### config.mk
export PLATFORM = sky130hd
export DESIGN_NAME = wbuf_top
export DESIGN_NICKNAME = d
export VERILOG_FILES = /design/src/rtl/wbuf_pkg.sv /design/src/rtl/wbuf_ring.sv /design/src/rtl/wbuf_match.sv /design/src/rtl/wbuf_top.sv
export SDC_FILE = /design/constraint.sdc
export NUM_CORES = 1
export LEC_CHECK = 0
export ABC_AREA = 0
export BUFFER_PORTS_ARGS = -buffer_cell sky130_fd_sc_hd__buf_4
export CAP_MARGIN = 25
export CORE_MARGIN = 5
export CORE_UTILIZATION = 45
export CTS_CLUSTER_DIAMETER = 120
export DETAILED_ROUTE_END_ITERATION = 7
export PLACE_DENSITY_LB_ADDON = 0.25
export SLEW_MARGIN = 20
export SYNTH_ARGS = -nofsm -noshare
export SYNTH_HDL_FRONTEND = slang
export SYNTH_HIERARCHICAL = 1
export SYNTH_SLANG_ARGS = --single-unit
### constraint.sdc
create_clock -name clk -period 5.05 [get_ports clk]
set_clock_uncertainty 0.1 [all_clocks]
set_input_delay 0.505 -clock clk [delete_from_list [all_inputs] [get_ports clk]]
set_output_delay 0.505 -clock clk [all_outputs]
set_load 0.02 [all_outputs]
### src/rtl/wbuf_pkg.sv
package wbuf_pkg;
  // Slot that lies `off` places after `base` in a ring of `depth` slots.
  function automatic int unsigned ring_step(int unsigned base, int unsigned off,
                                            int unsigned depth);
    return (base + off) % depth;
  endfunction

  // Occupancy after one cycle of optional push and pop.
  function automatic int unsigned occupancy_next(int unsigned occ, logic push, logic pop);
    return occ + (push ? 1 : 0) - (pop ? 1 : 0);
  endfunction
endpackage

### src/rtl/wbuf_ring.sv
module wbuf_ring
  import wbuf_pkg::*;
#(
  parameter int ADDR_W = 32,
  parameter int DATA_W = 32,
  parameter int DEPTH  = 4
) (
  input  logic                           clk,
  input  logic                           rst_n,
  input  logic                           push,
  input  logic [ADDR_W-1:0]              push_addr,
  input  logic [DATA_W-1:0]              push_data,
  input  logic                           pop,
  output logic                           full,
  output logic                           empty,
  output logic [ADDR_W-1:0]              head_addr,
  output logic [DATA_W-1:0]              head_data,
  output logic [$clog2(DEPTH)-1:0]       head_ptr,
  output logic [DEPTH-1:0][ADDR_W-1:0]   slot_addr,
  output logic [DEPTH-1:0][DATA_W-1:0]   slot_data,
  output logic [DEPTH-1:0]               slot_live
);
  localparam int PTR_W = $clog2(DEPTH);
  localparam int CNT_W = $clog2(DEPTH + 1);

  logic [PTR_W-1:0] wr_ptr, rd_ptr;
  logic [CNT_W-1:0] occ;

  always_ff @(posedge clk) begin
    if (!rst_n) begin
      wr_ptr    <= '0;
      rd_ptr    <= '0;
      occ       <= '0;
      slot_live <= '0;
    end else begin
      if (pop) begin
        slot_live[rd_ptr] <= 1'b0;
        rd_ptr            <= PTR_W'(ring_step(32'(rd_ptr), 1, DEPTH));
      end
      if (push) begin
        slot_live[wr_ptr] <= 1'b1;
        wr_ptr            <= PTR_W'(ring_step(32'(wr_ptr), 1, DEPTH));
      end
      occ <= CNT_W'(occupancy_next(32'(occ), push, pop));
    end
  end

  always_ff @(posedge clk) begin
    if (push) begin
      slot_addr[wr_ptr] <= push_addr;
      slot_data[wr_ptr] <= push_data;
    end
  end

  assign full      = (occ == CNT_W'(DEPTH));
  assign empty     = (occ == '0);
  assign head_ptr  = rd_ptr;
  assign head_addr = slot_addr[rd_ptr];
  assign head_data = slot_data[rd_ptr];

  AST_NO_OVERFLOW: assert property (@(posedge clk) disable iff (!rst_n)
    occ <= CNT_W'(DEPTH));
  AST_NO_PUSH_FULL: assert property (@(posedge clk) disable iff (!rst_n)
    full |-> !push);
  AST_NO_POP_EMPTY: assert property (@(posedge clk) disable iff (!rst_n)
    empty |-> !pop);
  AST_LIVE_COUNT: assert property (@(posedge clk) disable iff (!rst_n)
    $countones(slot_live) == 32'(occ));
  AST_BALANCED_STEP: assert property (@(posedge clk) disable iff (!rst_n)
    (push && pop) |=> (occ == $past(occ)));
endmodule

### src/rtl/wbuf_match.sv
module wbuf_match
  import wbuf_pkg::*;
#(
  parameter int ADDR_W = 32,
  parameter int DATA_W = 32,
  parameter int DEPTH  = 4
) (
  input  logic                           clk,
  input  logic                           rst_n,
  input  logic                           probe_en,
  input  logic [ADDR_W-1:0]              probe_addr,
  input  logic [$clog2(DEPTH)-1:0]       head_ptr,
  input  logic [DEPTH-1:0][ADDR_W-1:0]   slot_addr,
  input  logic [DEPTH-1:0][DATA_W-1:0]   slot_data,
  input  logic [DEPTH-1:0]               slot_live,
  output logic                           hit,
  output logic [DATA_W-1:0]              hit_data
);
  localparam int PTR_W = $clog2(DEPTH);

  logic              found;
  logic [DATA_W-1:0] found_data;
  logic [PTR_W-1:0]  idx;

  // Scan from oldest to newest; a later match overrides an earlier one.
  always_comb begin
    found      = 1'b0;
    found_data = '0;
    idx        = '0;
    for (int unsigned k = 0; k < DEPTH; k++) begin
      idx = PTR_W'(ring_step(32'(head_ptr), k, DEPTH));
      if (slot_live[idx] && (slot_addr[idx] == probe_addr)) begin
        found      = 1'b1;
        found_data = slot_data[idx];
      end
    end
  end

  assign hit      = probe_en && found;
  assign hit_data = hit ? found_data : '0;

  AST_HIT_NEEDS_LIVE: assert property (@(posedge clk) disable iff (!rst_n)
    hit |-> (slot_live != '0));
  AST_MISS_ZERO: assert property (@(posedge clk) disable iff (!rst_n)
    !hit |-> (hit_data == '0));
endmodule

### src/rtl/wbuf_top.sv
module wbuf_top #(
  parameter int ADDR_W = 32,
  parameter int DATA_W = 32,
  parameter int DEPTH  = 4
) (
  input  logic              clk,
  input  logic              rst_n,
  input  logic              st_valid,
  input  logic [ADDR_W-1:0] st_addr,
  input  logic [DATA_W-1:0] st_data,
  output logic              st_ready,
  input  logic              rd_valid,
  input  logic [ADDR_W-1:0] rd_addr,
  output logic              rd_hit,
  output logic [DATA_W-1:0] rd_data,
  output logic              mem_valid,
  output logic [ADDR_W-1:0] mem_addr,
  output logic [DATA_W-1:0] mem_data,
  input  logic              mem_ready
);
  localparam int PTR_W = $clog2(DEPTH);

  logic                         buf_full, buf_empty;
  logic                         enq_fire, drain_fire;
  logic [PTR_W-1:0]             head_ptr;
  logic [DEPTH-1:0][ADDR_W-1:0] slot_addr;
  logic [DEPTH-1:0][DATA_W-1:0] slot_data;
  logic [DEPTH-1:0]             slot_live;

  assign st_ready   = !buf_full;
  assign enq_fire   = st_valid && !buf_full;
  assign mem_valid  = !buf_empty;
  assign drain_fire = mem_valid && mem_ready;

  wbuf_ring #(.ADDR_W(ADDR_W), .DATA_W(DATA_W), .DEPTH(DEPTH)) u_ring (
    .clk       (clk),
    .rst_n     (rst_n),
    .push      (enq_fire),
    .push_addr (st_addr),
    .push_data (st_data),
    .pop       (drain_fire),
    .full      (buf_full),
    .empty     (buf_empty),
    .head_addr (mem_addr),
    .head_data (mem_data),
    .head_ptr  (head_ptr),
    .slot_addr (slot_addr),
    .slot_data (slot_data),
    .slot_live (slot_live)
  );

  wbuf_match #(.ADDR_W(ADDR_W), .DATA_W(DATA_W), .DEPTH(DEPTH)) u_match (
    .clk        (clk),
    .rst_n      (rst_n),
    .probe_en   (rd_valid),
    .probe_addr (rd_addr),
    .head_ptr   (head_ptr),
    .slot_addr  (slot_addr),
    .slot_data  (slot_data),
    .slot_live  (slot_live),
    .hit        (rd_hit),
    .hit_data   (rd_data)
  );

  AST_HEAD_HELD: assert property (@(posedge clk) disable iff (!rst_n)
    (mem_valid && !mem_ready) |=> (mem_valid && $stable(mem_addr) && $stable(mem_data)));
  AST_STORE_LANDS: assert property (@(posedge clk) disable iff (!rst_n)
    enq_fire |=> mem_valid);
  AST_PROBE_GATED: assert property (@(posedge clk) disable iff (!rst_n)
    !rd_valid |-> !rd_hit);
endmodule

==> results of run 1 <==
power by group through the flow:
stage	clock (W)	sequential, W	combinational (W)
floorplan	0	0.00289	0.00321
global placement	0	0.00300	0.00427
detailed placement	0	0.00302	0.00430
CTS	0.00232	0.00294	0.00441
global route	0.00242	0.00296	0.00480
finish	0.00226	0.00293	0.00449
per-layer routing:
layer | vias to the layer above | share of wire (%)
met5 | - | 0.14
met2 | 577 | 47
met1 | 6983 | 42
li1 | 6377 | -
met3 | 130 | 7.9
met4 | 14 | 3.3
how the worst max path moves through the flow:
stage | start | end | slack [ns] | cells past startpoint
after floorplan | u_ring/head_ptr[1] | rd_data[0] | 0.97 | 10
after global placement | u_ring/head_ptr[0] | rd_data[19] | 0.44 | 10
after detailed placement | u_ring/head_ptr[0] | rd_data[21] | 0.41 | 10
after CTS | u_ring/head_ptr[0] | rd_data[11] | 0.02 | 10
after global routing | u_ring/head_ptr[0] | rd_data[23] | 0.003 | 12
final | u_ring/head_ptr[1] | rd_data[21] | 0.15 | 12
registers in the layout (all words and copies together), names as in the netlist:
name / cells
u_ring/wr_ptr: 2
u_ring/occ: 3
u_ring/slot_data: 128
u_ring/head_ptr: 2
u_ring/slot_live: 4
u_ring/slot_addr: 128
stage by stage:
stage | std cells | hold slack (ns) | utilization (%) | power [W]
2_1_floorplan | 1555 | 0.4278 | - | 0.006098
3_5_place_dp | 2181 | 0.4727 | 50.23 | 0.007323
4_1_cts | 2247 | 0.0007971 | 52.98 | 0.009668
6_report | 2253 | 0.03049 | 53.28 | 0.009682
3_3_place_gp | 2181 | 0.4547 | 50.23 | 0.007273
5_1_grt | 2252 | 0.006801 | 53.27 | 0.01017
kinds of logic after synthesis:
family                   share of synthesized area [%]
buffers and inverters                            4.272
AND/OR/NAND/NOR                                  9.828
XOR/XNOR                                         5.778
multiplexers                                     28.46
AO/OA/AOI/OAI                                    9.691
flip-flops                                       41.22
adder cells (fa/ha/maj)                         0.7565
cell usage after synthesis (3+ instances only):
master,n
sky130_fd_sc_hd__nand4_1,11
sky130_fd_sc_hd__mux2_2,41
sky130_fd_sc_hd__buf_2,43
sky130_fd_sc_hd__a21boi_0,4
sky130_fd_sc_hd__or4_1,33
sky130_fd_sc_hd__a21oi_1,13
sky130_fd_sc_hd__and3_1,4
sky130_fd_sc_hd__a211oi_2,30
sky130_fd_sc_hd__mux2i_1,264
sky130_fd_sc_hd__inv_1,14
sky130_fd_sc_hd__nor3_1,8
sky130_fd_sc_hd__o21ai_1,3
sky130_fd_sc_hd__o21a_1,5
sky130_fd_sc_hd__xor2_1,56
sky130_fd_sc_hd__xnor2_1,68
sky130_fd_sc_hd__o211ai_1,3
sky130_fd_sc_hd__a2111oi_0,3
sky130_fd_sc_hd__o221a_1,32
sky130_fd_sc_hd__a22oi_1,5
sky130_fd_sc_hd__and2_1,13
sky130_fd_sc_hd__nor2b_1,10
sky130_fd_sc_hd__buf_1,10
sky130_fd_sc_hd__ha_1,10
sky130_fd_sc_hd__nand3_1,34
sky130_fd_sc_hd__o21ai_0,100
sky130_fd_sc_hd__dfxtp_1,11
sky130_fd_sc_hd__a2bb2oi_1,4
sky130_fd_sc_hd__nand4b_1,33
sky130_fd_sc_hd__nand2_1,113
sky130_fd_sc_hd__a211oi_1,10
sky130_fd_sc_hd__buf_6,13
sky130_fd_sc_hd__nor2_1,10
sky130_fd_sc_hd__buf_4,10
sky130_fd_sc_hd__a221oi_1,3
sky130_fd_sc_hd__clkbuf_1,77
sky130_fd_sc_hd__nand2b_1,36
sky130_fd_sc_hd__o22ai_1,8
sky130_fd_sc_hd__nor4_1,13
sky130_fd_sc_hd__mux4_2,104
sky130_fd_sc_hd__edfxtp_1,256
timing repair:
action	in CTS	in global routing
setup buffers	6	4
endpoints found under the setup margin	32	32
gates resized for setup	1	6
pin swaps	0	2
endpoints found under the hold margin	14	0
hold buffers	5	0
cloned	0	1
layout make-up:
| cell class | instances | share of cell area (%) |
|---|---|---|
| antenna | 1 | 0.01117 |
| clock buffer | 35 | 3.525 |
| clock inverter | 20 | 1.128 |
| inverter | 15 | 0.2514 |
| multi-input combinational | 1120 | 47.04 |
| sequential | 267 | 35.34 |
| tap | 539 | 3.011 |
| timing repair buffer | 256 | 9.692 |
==> metrics.sh, run 1 <==
FLOORPLAN.CORE_AREA_SQ_UM=42040
COMBPWRFRAC_PCT=46.4
PLACE_WORST_SETUP_SLACK_NS=0.4097
DRTANTENNAVIOLNETS=0
MIN_PERIOD_NS=4.902
MOST-COMMON-LAYOUT-CELLS='sky130_fd_sc_hd__mux2i_1, sky130_fd_sc_hd__edfxtp_1, sky130_fd_sc_hd__buf_4, sky130_fd_sc_hd__nand2_1, sky130_fd_sc_hd__mux4_2'
DPL.HPWL_UM=37350
P_LEAK_nW=7.010
ASR_FLOP_RATIO_SYNTH_PCT=0
SYNTH-SEQ-AREA-SHARE_PCT=41.22
YOSYSTOPAREACELL='sky130_fd_sc_hd__edfxtp_1'
SKEW_PAIR_LATE_INSERTION_DELAY_NS=0.57
P_CLK_SHARE_PCT=23.4
CTS_MAX_PATH_BUFFERS=3
NUMBER_OF_SYNTHESIZED_REGISTER_BITS=267
POWER.SHARE.SEQUENTIAL_PCT=30.2
IO_BUFFERS=199
GRT_ANTENNA_BEFORE_REPAIR=9
CTSROOTBUFFERMASTER='sky130_fd_sc_hd__clkbuf_16'
PATH_CELLS='buf_4 > buf_12 > mux2i_1 > a2bb2oi_1 > and4b_1 > o2111a_1 > nand3_2 > buf_12 > or4_1 > o221a_1 > a211oi_2 > buf_4'
POWER.DENSITY_CELL_AREA_nW_PER_UM2=432.2
DRT-WIRELENGTH-PER-CELL_UM=24.57
MAX_CAP_VIOL_COUNT=0
IRDROPWORSTVDD_uV=331.6
PATH_TYPE_OF_THE_WORST_MIN_DELAY_PATH='input pin to register'
GLOBAL_ROUTE.USAGE.TOTAL_PCT=22.59
HIGHEST_DELAY_CELL_ALONG_THE_CRITICAL_PATH='sky130_fd_sc_hd__or4_1'
HTREEDEPTH=1
CRITICAL_PATH.TOP_DELAY_FAMILY='compound AO/OA/AOI/OAI gates'
SYNTH-MAIN-FF-CELL='sky130_fd_sc_hd__edfxtp_1'
DIE_WIDTH_UM=216.5
TOTALNEGATIVESETUPSLACK_NS=0
END_KIND='output port'
MULTI_INPUT_AREA_SQ_UM=10540
PATH_CLASS='register to output port'
RELSLEWSLACK_PCT=41.15
DETAIL_ROUTE.VIAS_PER_CELL=6.250
GP_CONGESTION=0.9390
CLOCK_SINK_COUNT=267
POST_SYNTHESIS_CELL_AREA_SQ_UM=19190
IOPINCOUNT=200
WL_UM=55360
TIMING.REG2REG.WORST_PATH_DEPTH=5
GLOBALROUTEMET1UTIL_PCT=30.98
POWER_REPORT.INTERNAL_TOTAL_W=0.006117
NUM-NETS-FINAL=1802
WORST-ENDPOINT-ARRIVAL_NS=4.30
PLACE_AREA_SQ_UM=21120
PERIOD_SHARE_PCT=97.07
MAX_SLEW.WORST_PIN.SLEW_NS=0.8828
SLEW_VIOL_FINAL=0
REPORT.FINAL.SETUP_VIOL=0
TIMING.HOLD.WORST_ENDPOINT='u_ring/slot_data[64]'
WHS_PATH_DEPTH=1
RSZ0062_AT_GRT='false'
WORSTREG2REGEND='u_ring/slot_addr[98]'
WORSTPATHBUFFERINVERTERCOUNT=4
MAX_FREQ_GHz=0.2040
GR-MAX-USAGE-LAYER='met2'
STATUS='complete, no violations'
TIMING.FINAL.WS_SETUP_NS=0.1482
START_KIND='register'
DRT_ITER0_DRC=1351
MOSTFREQUENTLAYOUTCELL='sky130_fd_sc_hd__mux2i_1'
PLACEMENT_ROWS=75
SYNTH-WARNING-COUNT=6
SYNTH-EDFF-COUNT=256
SYN_NETS=1667
SW_FRAC_OF_TOTAL_PCT=36.82
AREA_GROWTH_PCT=16.75
GRT.MET3_USAGE_PCT=3.824
CLK_TRANSITION_REPORTED_PATHS_NS=0.06
CRITPATHMAXFANOUT=32
SYNTHESIS.INSTANCES=1555
GLOBALROUTEMET2UTIL_PCT=36.96
MAPPED_AVG_CELL_AREA_SQ_UM=12.34
DIE-HEIGHT_UM=216.5
CTS_INSERTED_BUFFERS=30
RR_STARTPOINT='u_ring/occ[1]'
FINAL_DESIGN_AREA_NO_FILL_SQ_UM=22400
MAXIMUM_NUMBER_OF_PINS_ON_ONE_NET_BEFORE_GLOBAL_ROUTE_REPAIR=204
POWER.NET_SWITCHING_W=0.003565
SYNTH.DISTINCT_CELLS=71
FINALHOLDVIOLATIONS=0
DETAILEDROUTE.FIRSTPASSITERATIONCOUNT=5
DRIVE_ABOVE_1_SHARE_PCT=28.96
GRT-OVFL-TOTAL=0
VIA_COUNT=14081
MIN-DELAY-START='st_data[0]'
GRT_FIRST_PASS_WIRELENGTH_UM=83350
SYNTH.TOP_CELLS.BY_AREA='sky130_fd_sc_hd__edfxtp_1, sky130_fd_sc_hd__mux2i_1, sky130_fd_sc_hd__mux4_2'
REGISTER_AREA_SQ_UM=7915
CTS_TREE='yes'
FINAL.FILL_COUNT=3553
DETAIL_ROUTE.DRC_VIOLATIONS=0
R2R_SLACK_NS=2.16
VIA_COUNT_OF_THE_FIRST_GLOBAL_ROUTING_PASS=13891
FLOORPLAN.DIE_AREA_SQ_UM=46870
CPPEAKSTAGEDELAY_NS=0.47
INITIAL_UTILIZATION_PCT=45.64
CP_DATA_REQUIRED_TIME_NS=4.45
YOSYS.AREA.TOP_TYPE_SHARE_PCT=40.07
(Power assumes the default switching activity.)
==> run 2: changes to the inputs <==
==> constraint.sdc (replaced) <==
create_clock -name clk -period 5.05 [get_ports clk]
set_clock_uncertainty 0.1 [all_clocks]
set_input_delay 1.01 -clock clk [delete_from_list [all_inputs] [get_ports clk]]
set_output_delay 1.01 -clock clk [all_outputs]
set_load 0.02 [all_outputs]
==> run 2 against run 1 <==
  * The run now ends with negative setup slack left
  * Flip-flop and latch count unchanged
  * Maximum frequency shrank 6.0%
  * Global-route usage up 0.57 points
  * Critical path type unchanged
==> metrics.sh, run 2 (same netlist as run 1, synthesis figures left out) <==
STATUS='finished, violations left'
VIOLATIONS_IN_THE_FINAL_REPORTS='negative setup slack'
FLOORPLAN.DIE_AREA_SQ_UM=46870  # unchanged
START_KIND='register'
TIMING.FINAL.WS_SETUP_NS=-0.1658  # -0.3140 ns
PATH_TYPE_OF_THE_WORST_MIN_DELAY_PATH='register to register'
FINALHOLDVIOLATIONS=0  # unchanged
WL_UM=57360  # +3.6%
VIA_COUNT=14265  # +1.3%
PERIOD_SHARE_PCT=103.3  # +6.2 points
RELSLEWSLACK_PCT=36.58  # -4.6 points
FINAL_CORE_UTIL_PCT=56.31  # +3.0 points
HIGHEST_LAYER='met5'
POWER.NET_SWITCHING_W=0.003682  # +3.3%
MAX_SLEW.WORST_PIN.SLEW_NS=0.9513  # +0.06853 ns
DPL.HPWL_UM=39500  # +5.8%
HOLD-WORST-SLACK_NS=0.4759  # +0.4454 ns
GLOBAL_ROUTE.USAGE.TOTAL_PCT=23.16  # +0.57 points
DRTANTENNAVIOLNETS=0  # unchanged
MOSTFREQUENTLAYOUTCELL='sky130_fd_sc_hd__buf_4'
WL_MET3_UM=3814  # -13%
GRT_ANTENNA_BEFORE_REPAIR=3  # -6
DETAIL_ROUTE.DRC_VIOLATIONS=0  # unchanged
DETAILEDROUTE.FIRSTPASSITERATIONCOUNT=5  # unchanged
GP_CONGESTION=0.9381  # about the same
IOPINCOUNT=200  # unchanged
MULTI_INPUT_AREA_SQ_UM=10990  # +4.3%
DRT_ITER0_DRC=1194  # -12%
MAXIMUM_NUMBER_OF_PINS_ON_ONE_NET_BEFORE_GLOBAL_ROUTE_REPAIR=141  # -31%
END_KIND='output port'
P_LEAK_nW=7.605  # +8.5%
GRT-OVFL-TOTAL=0  # unchanged
IRDROPWORSTVDD_uV=358.1  # +8.0%
CLK_TRANSITION_REPORTED_PATHS_NS=0.06  # about the same
POWER.DENSITY_CELL_AREA_nW_PER_UM2=417.3  # -3.4%
POWER.SHARE.SEQUENTIAL_PCT=29.4  # -0.8 points
WORST-ENDPOINT-ARRIVAL_NS=4.11  # -0.19 ns
FLOORPLAN.CORE_AREA_SQ_UM=42040  # unchanged
CLOCK_SINK_COUNT=267  # unchanged
REPORT.FINAL.SETUP_VIOL=32  # +32
GRT_FIRST_PASS_WIRELENGTH_UM=85480  # +2.6%
P_CLK_SHARE_PCT=21.4  # -2.0 points
SKEW_PAIR_LATE_INSERTION_DELAY_NS=0.57  # about the same
R2R_SLACK_NS=2.35  # +0.19 ns
MAX_CAP_VIOL_COUNT=0  # unchanged
SLEW_VIOL_FINAL=0  # unchanged
TOTAL_POWER_W=0.009880  # +2.0%
FINAL.FILL_COUNT=3483  # -2.0%
PLACEMENT_ROWS=75  # unchanged
NUM-NETS-FINAL=1875  # +4.1%
PATH_CLASS='register to output port'
CTS_TREE='yes'
CRITPATHMAXFANOUT=32  # unchanged
DIE-HEIGHT_UM=216.5  # unchanged
FINAL_CELL_COUNT_NO_FILL=2327  # +3.3%
RSZ0062_AT_GRT='true'
MOST-COMMON-LAYOUT-CELLS='sky130_fd_sc_hd__buf_4, sky130_fd_sc_hd__edfxtp_1, sky130_fd_sc_hd__mux2i_1, sky130_fd_sc_hd__nand2_1, sky130_fd_sc_hd__mux4_2'
WIRELENGTH_MET1_UM=24310  # +5.4%
AREA_GROWTH_PCT=23.39
HTREEDEPTH=1  # unchanged
POWER_REPORT.INTERNAL_TOTAL_W=0.006197  # +1.3%
LARGEST_REGISTERS='u_ring/slot_addr: 128 flops, u_ring/slot_data: 128 flops, u_ring/slot_live: 4 flops'
COMBPWRFRAC_PCT=49.2  # +2.8 points
SW_FRAC_OF_TOTAL_PCT=37.27  # +0.45 points
REGISTER_AREA_SQ_UM=7915  # unchanged
MIN_PERIOD_NS=5.216  # +0.3140 ns
DETAIL_ROUTE.VIAS_PER_CELL=6.130  # -1.9%
DRT-WIRELENGTH-PER-CELL_UM=24.65  # +0.33%
CTS_MAX_PATH_BUFFERS=3  # unchanged
DRIVE_ABOVE_1_SHARE_PCT=34.77  # +5.8 points
DPL.CELL_COUNT=2221  # +1.8%
DIE_WIDTH_UM=216.5  # unchanged
CTSROOTBUFFERMASTER='sky130_fd_sc_hd__clkbuf_16'
CTS_INSERTED_BUFFERS=29  # -3.3%
MAX_FREQ_GHz=0.1917  # -6.0%
CP_DATA_REQUIRED_TIME_NS=3.94  # -0.51 ns
IO_BUFFERS=199  # unchanged
ROUTED_WIRE_LENGTH_ON_MET2_UM=27780  # +6.8%
INITIAL_UTILIZATION_PCT=45.64  # unchanged
VIA_COUNT_OF_THE_FIRST_GLOBAL_ROUTING_PASS=14176  # +2.1%
## run 2: changes by cell type in the layout (fill, tap and decap cells not counted), sizes merged
| cell | change |
|---|---|
| clkbuf | +6 |
| buf | +76 |
| diode | +1 |
| clkinv | -2 |
| bufinv | -4 |
| dlygate4sd3 | -5 |
| inv | -1 |
| clkinvlp | +3 |
## run 2: routing by layer
layer,global-route usage [%],vias up
li1,-,6502
met1,31.55,7121
met2,39.06,534
met3,3.838,104
met4,5.724,4
met5,0,-
## run 2: stage by stage
| stage | setup slack, ns | area, sq um | setup TNS, ns |
|---|---|---|---|
| floorplan | 0.1375 | 19190 | 0 |
| global placement | 0.02231 | 21490 | 0 |
| detailed placement | 0.03795 | 21490 | 0 |
| CTS | -0.2080 | 23080 | -4.929 |
| global route | -0.2406 | 23670 | -7.022 |
| finish | -0.1658 | 23670 | -3.779 |
## run 2: critical path, stage by stage (launching register included)
cell	delay, ns
sky130_fd_sc_hd__dfxtp_4	0.41
sky130_fd_sc_hd__buf_12	0.14
sky130_fd_sc_hd__buf_4	0.12
sky130_fd_sc_hd__mux4_2	0.53
sky130_fd_sc_hd__xnor2_2	0.27
sky130_fd_sc_hd__nand4_1	0.23
sky130_fd_sc_hd__a2111oi_4	0.29
sky130_fd_sc_hd__nand3_2	0.14
sky130_fd_sc_hd__buf_12	0.18
sky130_fd_sc_hd__or4_1	0.49
sky130_fd_sc_hd__o221a_1	0.29
sky130_fd_sc_hd__a211oi_4	0.26
sky130_fd_sc_hd__buf_6	0.16
## run 2: power groups by stage
stage               clock (W)  combinational [W]  sequential (W)
detailed placement          0            0.00449         0.00296
CTS                   0.00215            0.00468         0.00290
global placement            0            0.00445         0.00294
finish                0.00211            0.00486         0.00291
global route          0.00225            0.00519         0.00293
floorplan                   0            0.00321         0.00289
## run 2: cell type report
| type | instances | share of cell area, % |
|---|---|---|
| flip-flops and latches | 267 | 33.44 |
| clock inverters | 16 | 0.5497 |
| inverters | 15 | 0.2378 |
| well taps | 539 | 2.849 |
| repair buffers | 330 | 12.98 |
| clock buffers | 38 | 3.520 |
| diodes | 2 | 0.02114 |
| multi-input cells | 1120 | 46.41 |
## run 2: worst paths after layout
| path | cells past startpoint | startpoint | to |
|---|---|---|---|
| setup / recovery | 12 | u_ring/head_ptr[0] | rd_data[9] |
| hold / removal | 2 | u_ring/wr_ptr[1] | u_ring/wr_ptr[1] |
| setup reg to reg | 5 | u_ring/occ[1] | u_ring/slot_addr[11] |
| hold reg to reg | 2 | u_ring/wr_ptr[1] | u_ring/wr_ptr[1] |
## run 2: timing repair
item | 4_1_cts | 5_1_grt
endpoints found under the setup margin | 33 | 33
cloned | 3 | 5
hold endpoints to repair | 0 | 0
pin swaps | 17 | 24
setup buffers | 21 | 23
resized for setup | 58 | 58
hold buffers | 0 | 0
